===== config.mk =====
export PLATFORM = sky130hd
export DESIGN_NAME = s2m_walker
export DESIGN_NICKNAME = d
export VERILOG_FILES = /design/src/rtl/s2m_walk_pkg.sv /design/src/rtl/s2m_len_clip.sv /design/src/rtl/s2m_wb_word.sv /design/src/rtl/s2m_chain_regs.sv /design/src/rtl/s2m_walker.sv
export SDC_FILE = /design/constraint.sdc
export NUM_CORES = 1
export LEC_CHECK = 0
export BUFFER_PORTS_ARGS = -buffer_cell sky130_fd_sc_hd__buf_2
export CAP_MARGIN = 20
export CORE_MARGIN = 3
export CORE_UTILIZATION = 45
export CTS_BUF_LIST = sky130_fd_sc_hd__clkbuf_4 sky130_fd_sc_hd__clkbuf_8
export CTS_CLUSTER_DIAMETER = 40
export DETAILED_ROUTE_END_ITERATION = 16
export GPL_TIMING_DRIVEN = 0
export MAX_ROUTING_LAYER = met4
export PLACE_DENSITY = 0.76
export RECOVER_POWER = 50
export SYNTH_ARGS = -nofsm -noshare
export SYNTH_HDL_FRONTEND = slang
export SYNTH_HIERARCHICAL = 1
export SYNTH_SLANG_ARGS = --single-unit

===== constraint.sdc =====
create_clock -name clk -period 13.89 [get_ports clk]
set_input_delay 4.167 -clock clk [delete_from_list [all_inputs] [get_ports clk]]
set_output_delay 4.167 -clock clk [all_outputs]
set_load 0.03 [all_outputs]

===== src/rtl/s2m_walk_pkg.sv =====
// Package: shared constants, descriptor offsets and walker state type.
// Assumes 64-byte little-endian descriptors; only low pointer words are used.
package s2m_walk_pkg;

    localparam int WORD_W  = 32;
    localparam int LEN_W   = 23;
    localparam int FETCH_N = 4;

    localparam logic [5:0] OFS_NEXT = 6'h00;
    localparam logic [5:0] OFS_BUF  = 6'h08;
    localparam logic [5:0] OFS_CTRL = 6'h18;
    localparam logic [5:0] OFS_STAT = 6'h1C;
    localparam logic [5:0] OFS_APP0 = 6'h20;

    localparam int BIT_DONE  = 31;
    localparam int BIT_FIRST = 27;
    localparam int BIT_LAST  = 26;

    typedef enum logic [2:0] {
        W_WAIT,
        W_RD_REQ,
        W_RD_RSP,
        W_EVAL,
        W_XFER,
        W_WB_REQ,
        W_ADV
    } walk_state_t;

    // Byte offset of the n-th fetched word, ascending.
    function automatic logic [5:0] fetch_ofs(input logic [1:0] idx);
        case (idx)
            2'd0:    return OFS_NEXT;
            2'd1:    return OFS_BUF;
            2'd2:    return OFS_CTRL;
            default: return OFS_STAT;
        endcase
    endfunction

endpackage


===== src/rtl/s2m_len_clip.sv =====
// Module: computes the bytes placed in one descriptor and the bytes left.
// Assumes PKT_W <= LEN_W so the remaining count fits in the length width.
module s2m_len_clip #(
    parameter int PKT_W = 16,
    parameter int LEN_W = 23
) (
    input  logic [LEN_W-1:0] buf_len_i,
    input  logic [PKT_W-1:0] remain_i,
    output logic [LEN_W-1:0] place_o,
    output logic [PKT_W-1:0] remain_next_o,
    output logic             last_o
);

    logic [LEN_W-1:0] rem_ext;

    // Smaller of buffer length and remaining bytes.
    always_comb begin
        rem_ext       = LEN_W'(remain_i);
        place_o       = (rem_ext < buf_len_i) ? rem_ext : buf_len_i;
        remain_next_o = remain_i - PKT_W'(place_o);
        last_o        = (remain_next_o == '0);
    end

endmodule


===== src/rtl/s2m_wb_word.sv =====
// Module: address and data of each writeback word (sideband words, then status).
// Assumes idx values 0..APP_N-1 select sideband words and APP_N selects status.
module s2m_wb_word
    import s2m_walk_pkg::*;
#(
    parameter int AW    = 32,
    parameter int APP_N = 5,
    parameter int WB_W  = 3
) (
    input  logic [AW-1:0]         desc_i,
    input  logic [WB_W-1:0]       idx_i,
    input  logic [APP_N*32-1:0]   app_i,
    input  logic [31:0]           stat_i,
    input  logic                  first_i,
    input  logic                  last_i,
    output logic [AW-1:0]         addr_o,
    output logic [31:0]           data_o
);

    logic [31:0] app_w [APP_N];
    logic [31:0] stat_wb;

    // Split the sideband vector into words.
    for (genvar g = 0; g < APP_N; g++) begin : g_app
        assign app_w[g] = app_i[g*32 +: 32];
    end

    // Status value with the flags OR'ed in.
    always_comb begin
        stat_wb = stat_i | (32'd1 << BIT_DONE)
                | (32'(first_i) << BIT_FIRST)
                | (32'(last_i) << BIT_LAST);
    end

    // Select address and data for the current writeback index.
    always_comb begin
        addr_o = desc_i + AW'(OFS_STAT);
        data_o = stat_wb;
        for (int j = 0; j < APP_N; j++) begin
            if (idx_i == WB_W'(j)) begin
                addr_o = desc_i + AW'(OFS_APP0) + AW'(4 * j);
                data_o = app_w[j];
            end
        end
    end

endmodule


===== src/rtl/s2m_chain_regs.sv =====
// Module: current and tail pointers, idle and sticky overflow flags.
// Assumes software loads do not collide with a walker advance.
module s2m_chain_regs #(
    parameter int AW = 32
) (
    input  logic          clk,
    input  logic          rst_n,
    input  logic          cur_ld_i,
    input  logic [AW-1:0] cur_val_i,
    input  logic          tail_ld_i,
    input  logic [AW-1:0] tail_val_i,
    input  logic          adv_i,
    input  logic [AW-1:0] next_i,
    input  logic          set_idle_i,
    input  logic          set_ovf_i,
    output logic [AW-1:0] cur_o,
    output logic          at_tail_o,
    output logic          idle_o,
    output logic          ovf_o
);

    logic [AW-1:0] tail_q;

    // Current pointer: walker advance or software load.
    always_ff @(posedge clk) begin
        if (!rst_n)        cur_o <= '0;
        else if (adv_i)    cur_o <= next_i;
        else if (cur_ld_i) cur_o <= cur_val_i;
    end

    // Tail pointer: software load only.
    always_ff @(posedge clk) begin
        if (!rst_n)         tail_q <= '0;
        else if (tail_ld_i) tail_q <= tail_val_i;
    end

    // Idle flag: set by the walker, cleared by a tail load.
    always_ff @(posedge clk) begin
        if (!rst_n)          idle_o <= 1'b0;
        else if (tail_ld_i)  idle_o <= 1'b0;
        else if (set_idle_i) idle_o <= 1'b1;
    end

    // Overflow flag: sticky until reset.
    always_ff @(posedge clk) begin
        if (!rst_n)         ovf_o <= 1'b0;
        else if (set_ovf_i) ovf_o <= 1'b1;
    end

    assign at_tail_o = (cur_o == tail_q);

endmodule


===== src/rtl/s2m_walker.sv =====
// Module: walks a descriptor chain for one received packet at a time.
// Assumes one outstanding read, a response arriving some cycles after accept,
// and writes that complete on accept.
module s2m_walker
    import s2m_walk_pkg::*;
#(
    parameter int AW    = 32,
    parameter int PKT_W = 16,
    parameter int APP_N = 5
) (
    input  logic                clk,
    input  logic                rst_n,
    input  logic                run_i,
    input  logic                cur_ld_i,
    input  logic [AW-1:0]       cur_val_i,
    input  logic                tail_ld_i,
    input  logic [AW-1:0]       tail_val_i,
    input  logic                pkt_valid_i,
    output logic                pkt_ready_o,
    input  logic [PKT_W-1:0]    pkt_len_i,
    input  logic [APP_N*32-1:0] pkt_app_i,
    output logic                mem_req_valid_o,
    input  logic                mem_req_ready_i,
    output logic                mem_req_we_o,
    output logic [AW-1:0]       mem_req_addr_o,
    output logic [31:0]         mem_req_wdata_o,
    input  logic                mem_rsp_valid_i,
    input  logic [31:0]         mem_rsp_data_i,
    output logic                xfer_valid_o,
    input  logic                xfer_ready_i,
    output logic [AW-1:0]       xfer_addr_o,
    output logic [LEN_W-1:0]    xfer_len_o,
    output logic [AW-1:0]       cur_ptr_o,
    output logic                idle_o,
    output logic                overflow_o,
    output logic                done_evt_o
);

    localparam int WB_W = $clog2(APP_N + 1);
    localparam logic [WB_W-1:0] WB_STATUS = WB_W'(APP_N);
    localparam logic [1:0] RD_LAST = 2'(FETCH_N - 1);

    walk_state_t          state_q;
    logic [1:0]           rd_idx_q;
    logic [AW-1:0]        nxt_q;
    logic [AW-1:0]        buf_q;
    logic [LEN_W-1:0]     ctrl_q;
    logic [31:0]          stat_q;
    logic [PKT_W-1:0]     rem_q;
    logic                 first_q;
    logic [WB_W-1:0]      wb_idx_q;
    logic [APP_N*32-1:0]  app_q;
    logic                 done_q;

    logic                 pkt_fire;
    logic                 start_walk;
    logic [LEN_W-1:0]     place;
    logic [PKT_W-1:0]     rem_next;
    logic                 last;
    logic [WB_W-1:0]      wb_start;
    logic [AW-1:0]        wb_addr;
    logic [31:0]          wb_data;
    logic                 at_tail;
    logic                 adv;
    logic                 busy_hit;
    logic                 set_idle;
    logic                 set_ovf;

    // Packet acceptance and the decision to walk.
    always_comb begin
        pkt_ready_o = (state_q == W_WAIT);
        pkt_fire    = pkt_valid_i && pkt_ready_o;
        start_walk  = pkt_fire && run_i && !idle_o && (pkt_len_i != '0);
    end

    s2m_len_clip #(
        .PKT_W (PKT_W),
        .LEN_W (LEN_W)
    ) u_clip (
        .buf_len_i     (ctrl_q),
        .remain_i      (rem_q),
        .place_o       (place),
        .remain_next_o (rem_next),
        .last_o        (last)
    );

    s2m_wb_word #(
        .AW    (AW),
        .APP_N (APP_N),
        .WB_W  (WB_W)
    ) u_wb (
        .desc_i  (cur_ptr_o),
        .idx_i   (wb_idx_q),
        .app_i   (app_q),
        .stat_i  (stat_q),
        .first_i (first_q),
        .last_i  (last),
        .addr_o  (wb_addr),
        .data_o  (wb_data)
    );

    // Chain register updates requested by the walker.
    always_comb begin
        adv      = (state_q == W_ADV);
        busy_hit = (state_q == W_EVAL) && stat_q[BIT_DONE];
        set_idle = busy_hit || (adv && at_tail);
        set_ovf  = busy_hit || (adv && at_tail && (rem_next != '0));
        wb_start = last ? '0 : WB_STATUS;
    end

    s2m_chain_regs #(
        .AW (AW)
    ) u_regs (
        .clk        (clk),
        .rst_n      (rst_n),
        .cur_ld_i   (cur_ld_i),
        .cur_val_i  (cur_val_i),
        .tail_ld_i  (tail_ld_i),
        .tail_val_i (tail_val_i),
        .adv_i      (adv),
        .next_i     (nxt_q),
        .set_idle_i (set_idle),
        .set_ovf_i  (set_ovf),
        .cur_o      (cur_ptr_o),
        .at_tail_o  (at_tail),
        .idle_o     (idle_o),
        .ovf_o      (overflow_o)
    );

    // Memory and payload request outputs.
    always_comb begin
        mem_req_valid_o = (state_q == W_RD_REQ) || (state_q == W_WB_REQ);
        mem_req_we_o    = (state_q == W_WB_REQ);
        mem_req_addr_o  = (state_q == W_WB_REQ) ? wb_addr
                                                : cur_ptr_o + AW'(fetch_ofs(rd_idx_q));
        mem_req_wdata_o = (state_q == W_WB_REQ) ? wb_data : '0;
        xfer_valid_o    = (state_q == W_XFER);
        xfer_addr_o     = buf_q;
        xfer_len_o      = place;
    end

    // Walker sequencing.
    always_ff @(posedge clk) begin
        if (!rst_n) begin
            state_q  <= W_WAIT;
            rd_idx_q <= '0;
            rem_q    <= '0;
            first_q  <= 1'b0;
            wb_idx_q <= '0;
            app_q    <= '0;
        end else begin
            case (state_q)
                W_WAIT: begin
                    if (start_walk) begin
                        rem_q    <= pkt_len_i;
                        app_q    <= pkt_app_i;
                        first_q  <= 1'b1;
                        rd_idx_q <= '0;
                        state_q  <= W_RD_REQ;
                    end
                end
                W_RD_REQ: begin
                    if (mem_req_ready_i) state_q <= W_RD_RSP;
                end
                W_RD_RSP: begin
                    if (mem_rsp_valid_i) begin
                        if (rd_idx_q == RD_LAST) begin
                            state_q <= W_EVAL;
                        end else begin
                            rd_idx_q <= rd_idx_q + 2'd1;
                            state_q  <= W_RD_REQ;
                        end
                    end
                end
                W_EVAL: begin
                    if (stat_q[BIT_DONE]) begin
                        state_q <= W_WAIT;
                    end else if (place != '0) begin
                        state_q <= W_XFER;
                    end else begin
                        wb_idx_q <= wb_start;
                        state_q  <= W_WB_REQ;
                    end
                end
                W_XFER: begin
                    if (xfer_ready_i) begin
                        wb_idx_q <= wb_start;
                        state_q  <= W_WB_REQ;
                    end
                end
                W_WB_REQ: begin
                    if (mem_req_ready_i) begin
                        if (wb_idx_q == WB_STATUS) state_q <= W_ADV;
                        else                       wb_idx_q <= wb_idx_q + 1'b1;
                    end
                end
                W_ADV: begin
                    rem_q    <= rem_next;
                    first_q  <= 1'b0;
                    rd_idx_q <= '0;
                    if (at_tail || (rem_next == '0)) state_q <= W_WAIT;
                    else                             state_q <= W_RD_REQ;
                end
                default: state_q <= W_WAIT;
            endcase
        end
    end

    // Capture fetched descriptor words.
    always_ff @(posedge clk) begin
        if (!rst_n) begin
            nxt_q  <= '0;
            buf_q  <= '0;
            ctrl_q <= '0;
            stat_q <= '0;
        end else if (state_q == W_RD_RSP && mem_rsp_valid_i) begin
            case (rd_idx_q)
                2'd0:    nxt_q  <= mem_rsp_data_i[AW-1:0];
                2'd1:    buf_q  <= mem_rsp_data_i[AW-1:0];
                2'd2:    ctrl_q <= mem_rsp_data_i[LEN_W-1:0];
                default: stat_q <= mem_rsp_data_i;
            endcase
        end
    end

    // Completion pulse one cycle after the final status write.
    always_ff @(posedge clk) begin
        if (!rst_n) done_q <= 1'b0;
        else        done_q <= (state_q == W_WB_REQ) && mem_req_ready_i
                              && (wb_idx_q == WB_STATUS) && last;
    end

    assign done_evt_o = done_q;

endmodule


# Yosys cells after proc, flatten, opt, wreduce, memory -nomap -nowiden
# Cells that the tools add are included.
[totals]
reg_bits = 371
input_bits = 281
output_inout_bits = 158
elab_cells = 135
[classes]
addsub = 10
magnitude_cmp = 1
eq_ne = 25
muxes = 42
bitwise_logic = 4
reduce_logical = 38
[ops]
columns = ["operator", "n"]
rows = [
  ["$mux 32", 14],
  ["$add 32x4->32 const B", 2],
  ["$add 32x5->32 const B", 2],
  ["$mux 3", 13],
  ["$add 32x3->32 const B", 1],
  ["$add 32x6->32", 1],
  ["$add 32x6->32 const B", 1],
  ["$eq 32x32->1", 1],
  ["$or 32x27->32", 1],
  ["$or 32x28->32", 1],
  ["$pmux 16 s2", 1],
  ["$reduce_bool 16->1", 2],
  ["$lt 16x23->1", 1],
  ["$mux 23", 1],
  ["$reduce_bool 23->1", 1],
  ["$pmux 3 s7", 1],
  ["$logic_not 16->1", 1],
  ["$mux 16", 1],
  ["$sub 16x16->16", 1],
  ["$eq 3x3->1 const B", 5],
  ["$pmux 5 s3", 1],
  ["$ne 2x2->1 const B", 7],
  ["$eq 3x2->1 const B", 4],
  ["$reduce_and 2->1", 6],
  ["23 further kinds", 50],
]

# Longest topological paths before layout
[depth]
word_depth = 11
depth_mapped = 27
ltp_nobuf = 26

# Cells and area by module
# The synthesis kept the hierarchy.
[modules_own_cells]
columns = ["mod", "instances", "cells_each", "area_per_inst_um2", "seq_area_each_um2"]
rows = [
  ["s2m_walker", 1, 1630, 13027.5, 6105.9],
  ["s2m_wb_word", 1, 831, 5784.3, 0.0],
  ["s2m_chain_regs", 1, 326, 3171.8, 1321.3],
  ["s2m_len_clip", 1, 251, 1689.1, 0.0],
]

# Least setup slack after synthesis
# No wires, ideal clock.
[synth_path]
path_type = "reg2out"
from = "reg ctrl_q[14]"
to = "out mem_req_wdata_o[26]"
arrival_ns = 5.852
required_ns = 9.723
path_slack_ns = 3.871
stages_incl_launch_ff = 26
n_path_buf = 0
path_cell_list = "dfxtp_1 inv_1 ha_1 and3_1 a221o_1 a22oi_1 o31a_2 nor2_1 o21ai_0 ha_1 fa_1 nor2b_1 o22ai_1 a21oi_2 a311o_1 a2111o_1 a31o_1 a21oi_2 xor2_1 o211ai_1 nor4b_2 nor3_1 a21oi_1 a21oi_1 o21ai_0 and3_1"
[synth_between]
elab_chain_len = 11
[synth_lines]
columns = ["element", "line_no", "source"]
rows = [
  ["from (decl)", "s2m_walker.sv:47", "logic [LEN_W-1:0] ctrl_q;"],
  ["from (signal assigned)", "s2m_walker.sv:220", "2'd2: ctrl_q <= mem_rsp_data_i[LEN_W-1:0];"],
  ["$lt 16x23->1", "s2m_len_clip.sv:19", "place_o = (rem_ext < buf_len_i) ? rem_ext : buf_len_i;"],
  ["$mux 23", "s2m_len_clip.sv:19", ""],
  ["via xfer_len_o[0]", "s2m_walker.sv:32", "output logic [LEN_W-1:0] xfer_len_o,"],
  ["$sub 16x16->16", "s2m_len_clip.sv:20", "remain_next_o = remain_i - PKT_W'(place_o);"],
  ["$logic_not 16->1", "s2m_len_clip.sv:21", "last_o = (remain_next_o == '0);"],
  ["via last", "s2m_walker.sv:59", "logic last;"],
  ["$or 32x27->32", "s2m_wb_word.sv:32", "| (32'(last_i) << BIT_LAST);"],
  ["$mux 32 (5 in a row)", "s2m_wb_word.sv:40", "if (idx_i == WB_W'(j)) begin"],
  ["via wb_data[26]", "s2m_walker.sv:62", "logic [31:0] wb_data;"],
  ["$mux 32", "s2m_walker.sv:136", "mem_req_wdata_o = (state_q == W_WB_REQ) ? wb_data : '0;"],
  ["to (decl)", "s2m_walker.sv:26", "output logic [31:0] mem_req_wdata_o,"],
]
# The timed path passes the listed nets, and every way through them passes these cells.

# Worst setup path after layout
[layout_path]
from = "reg ctrl_q[6]"
to = "out mem_req_wdata_o[26]"
[layout_between]
elab_chain_len = 11
[layout_lines]
columns = ["element", "line_no"]
rows = [
  ["$lt 16x23->1", "s2m_len_clip.sv:19"],
  ["$mux 23 (*)", "s2m_len_clip.sv:19"],
  ["$sub 16x16->16 (*)", "s2m_len_clip.sv:20"],
  ["$logic_not 16->1 (*)", "s2m_len_clip.sv:21"],
  ["via last", "s2m_walker.sv:59"],
  ["$or 32x27->32 (*)", "s2m_wb_word.sv:32"],
  ["$mux 32 (*) (5 in a row)", "s2m_wb_word.sv:40"],
  ["via wb_data[26]", "s2m_walker.sv:62"],
  ["$mux 32 (*)", "s2m_walker.sv:136"],
]
# The timed path passes the listed nets; every way through them passes the cells marked *.

==> impl_metrics.csv <==
group,metric,value,unit
cts,clk-insertion-delay-late,0.63,ns
power,power,0.00327,W
route,ant_nets,0,
yosys,yosysTopAreaCell,"dfxtp_1",
floorplan,core_area,0.0517,mm²
route,wl,100,mm
global_routing,grt.total_usage,0.355,
yosys,synthDistinctLibCells,117,
setup_path,crit_path_start_kind,"register",
cells_and_area,post-route-util,0.540,
setup_path,r2r_slack,6.93,ns
min_path,hold_depth,2,
cells_and_area,syn2layout_area_growth,18.0,%
route,drc_errors,0,
cells_and_area,nFillCells,5120,
cells_and_area,drive_gt1_frac,0.189,
cts,ctsRootBufferMaster,"clkbuf_8",
floorplan,row_count,83,
yosys,avgSynthCellArea,7.79,µm²
floorplan,io-pin-count,439,
floorplan,die-area,0.0554,mm²
timing,timing.slew.headroom,0.311,
min_path,hold_path.class,"reg2reg",
setup_path,crit_top_cell,"a21oi_1",
floorplan,start_util,0.458,
min_path,hold_end,"app_q[74]$_SDFFE_PN0P_",
yosys,synth_cells,3038,
timing,final.setup_skew,0.0351,ns
timing,tightest_slew,1.02,ns
route,num_vias,25100,
yosys,ys_seq_elements,371,
timing,fmax,81.5,MHz
yosys,synth_edf_count,0,
cells_and_area,multi_input_area,0.0148,mm²
setup_path,r2r_end,"wb_idx_q[0]$_SDFFE_PN0P_",
cts,cts_hold_buf,0,
setup_path,cp-end-kind,"output port",
global_routing,grt_overflow,0,
global_routing,antenna_found_initial,3,
yosys,synth_top_cell_area_share,0.314,
setup_path,crit_family,"compound AO/OA/AOI/OAI gates",
power,powerDensity,117,mW/mm²
flow_run,max_cap_viol_count,0,
timing,finalSetupViolCount,0,
cts,numClockSinks,371,
cells_and_area,regArea,0.00743,mm²
place,dp_hpwl,78.7,mm
floorplan,die_h,235,µm
cells_and_area,instances_no_fill,4269,
timing,finalCritPeriodShare,0.883,
setup_path,cp.arrival,8.10,ns
outcome,status,"complete, no violations",
setup_path,crit_buf_inv,4,
power,leakagePower,11.2,nW
setup_path,path_max_fanout,10,
yosys,syn_area,0.0237,mm²
setup_path,crit_path_max_incr_delay,0.74,ns
route,wl_per_cell,23.4,µm
cts,path_clk_slew,0.06,ns
place,io_buffers,428,
timing,fin_tns_setup,0,ns
cts,ctsResizeCount,0,
setup_path,ff2ff_path_depth,22,
setup_path,cp-startpoint,"ctrl_q[6]$_SDFFE_PN0P_",
yosys,yosysSeqAreaShare,0.314,
global_routing,grt_start_max_net_pins,16,
global_routing,first_global_vias,23600,
timing,finalCriticalPeriod,12.27,ns
yosys,synthFlopType,"dfxtp_1",
cts,htree_levels,3,
timing,slew_viol_final,0,
route,dr.pass1.iters,7,
cts,cts_setup_buffers,0,
power,ir_drop,0.108,mV
yosys,synth_area_leaders,"dfxtp_1 (31%), nand2_1 (12%), a21boi_0 (7.7%)",
cells_and_area,nNetsFinal,3868,
cts,cts_tree,"done",
yosys,yosysWarnings,6,
timing,hold_ws,0.455,ns
setup_path,r2r_start,"ctrl_q[6]$_SDFFE_PN0P_",
cts,cts_buffer_depth,3,
global_routing,grt_pass1_wl,148,mm
route,drt_iter0_drc,2785,
route,vias_per_cell,5.87,
place,place_congestion,1.02,
timing,rsz0062_at_grt,"no",
yosys,postSynth.asyncResetShare,0,
cts,cts_buffers,66,
floorplan,die_w,235,µm
timing,final_hold_viol_count,0,
min_path,min_from,"app_q[74]$_SDFFE_PN0P_",
setup_path,crit_slowest_cell,"nor4b_2",
setup_path,cp_data_required_time,9.72,ns
setup_path,path_class,"reg2out",
place,dp.cells,4152,
[power by group]
part / total (W) / leakage, nW / internal [W] / switching, W
logic: 0.000972 / 7.44 / 0.000340 / 0.000632
clock network: 0.00107 / 0.719 / 0.000604 / 0.000469
registers: 0.00122 / 3.02 / 0.00114 / 0.0000765
[through the flow]
| stage | instance area (µm²) | worst slack (ns) |
|---|---|---|
| after floorplan | 23700 | 3.87 |
| after global placement | 26700 | 2.64 |
| after detailed placement | 26700 | 2.61 |
| after CTS | 28100 | 1.89 |
| after global routing | 27900 | 1.23 |
| final | 27900 | 1.62 |
[cells by family (layout without fill, tap and decap cells)]
kind of cell | after synthesis | count (layout) | synth area share
AO/OA/AOI/OAI | 725 | 725 | 0.205
flip-flops | 371 | 371 | 0.314
other | 1 | 12 | 0.000158
buffers and inverters | 283 | 823 | 0.0608
XOR/XNOR | 147 | 147 | 0.0561
adder cells (fa/ha/maj) | 57 | 57 | 0.0298
AND/OR/NAND/NOR | 1315 | 1315 | 0.259
multiplexers | 139 | 139 | 0.0747
[layer usage]
layer | routed length [µm] | global-route usage | vias to the layer above | share of wire
met5 | 0 | - | - | 0
met3 | 9200 | 0.0558 | 248 | 0.092
met1 | 41700 | 0.467 | 11800 | 0.42
met4 | 4220 | 0.130 | 0 | 0.042
met2 | 45000 | 0.554 | 1419 | 0.45
li1 | - | - | 11600 | -
[worst min-delay path: stages, from the launching register on]
cell      delay, ns
dfxtp_1        0.31
nand2_1        0.05
a21boi_1       0.05
[registers in the layout, summed over array words and instances, names as in the netlist, 16 cells and up]
name / cells
rem_q: 16
u_regs/tail_q: 32
u_regs/cur_o: 32
stat_q: 32
app_q: 160
nxt_q: 32
ctrl_q: 23
xfer_addr_o: 32
[worst max-delay path by stage]
stage / endpoint / slack [ns] / cells past startpoint
6_report: mem_req_wdata_o[26] / 1.62 / 26
5_1_grt: mem_req_wdata_o[26] / 1.23 / 26
4_1_cts: mem_req_wdata_o[26] / 1.89 / 26
3_5_place_dp: mem_req_wdata_o[26] / 2.61 / 26
3_3_place_gp: mem_req_wdata_o[26] / 2.64 / 26
2_1_floorplan: mem_req_wdata_o[26] / 3.87 / 25
[layout make-up]
| cell class | count | area share |
|---|---|---|
| multi-input cells | 2390 | 0.531 |
| flip-flops and latches | 371 | 0.266 |
| repair buffers | 428 | 0.0750 |
| plain buffers | 234 | 0.0422 |
| clock buffers | 95 | 0.0421 |
| well taps | 680 | 0.0304 |
| clock inverters | 17 | 0.00690 |
| inverters | 49 | 0.00658 |
| diodes | 5 | 0.000448 |
[cell usage after synthesis, drive strengths merged (4+ instances only)]
master,number
o211ai,10
nor2,122
nand2b,9
nand4,41
nor4b,5
o21ai,159
a22o,4
ha,45
dfxtp,371
o22ai,11
o21a,7
o2111ai,4
and2,47
nor3b,6
and3,52
o31a,5
xor2,72
nand3,55
a211oi,11
a21o,9
o31ai,6
and4,9
nand2,770
or2,8
a22oi,9
nor3,45
a31o,6
inv,48
or3,16
a21boi,287
buf,102
nor2b,57
mux4,30
clkbuf,132
a221oi,4
mux2i,107
a31oi,29
maj3,10
nor4,57
or4,7
a2111oi,4
a21oi,117
xnor2,75
[placed cells by master, fill, tap and decap left out, drive strengths merged, types with 29 or more instances in the layout]
cell type / count
ha: 45
nand3: 55
nor2b: 57
a21oi: 117
inv: 51
clkbuf: 278
xor2: 72
nor3: 45
dfxtp: 371
a21boi: 287
nor2: 122
xnor2: 75
nand4: 41
buf: 479
and3: 52
nor4: 57
nand2: 770
mux4: 30
and2: 47
a31oi: 29
o21ai: 159
mux2i: 107
Note: power is estimated with default switching activity, not from simulation.
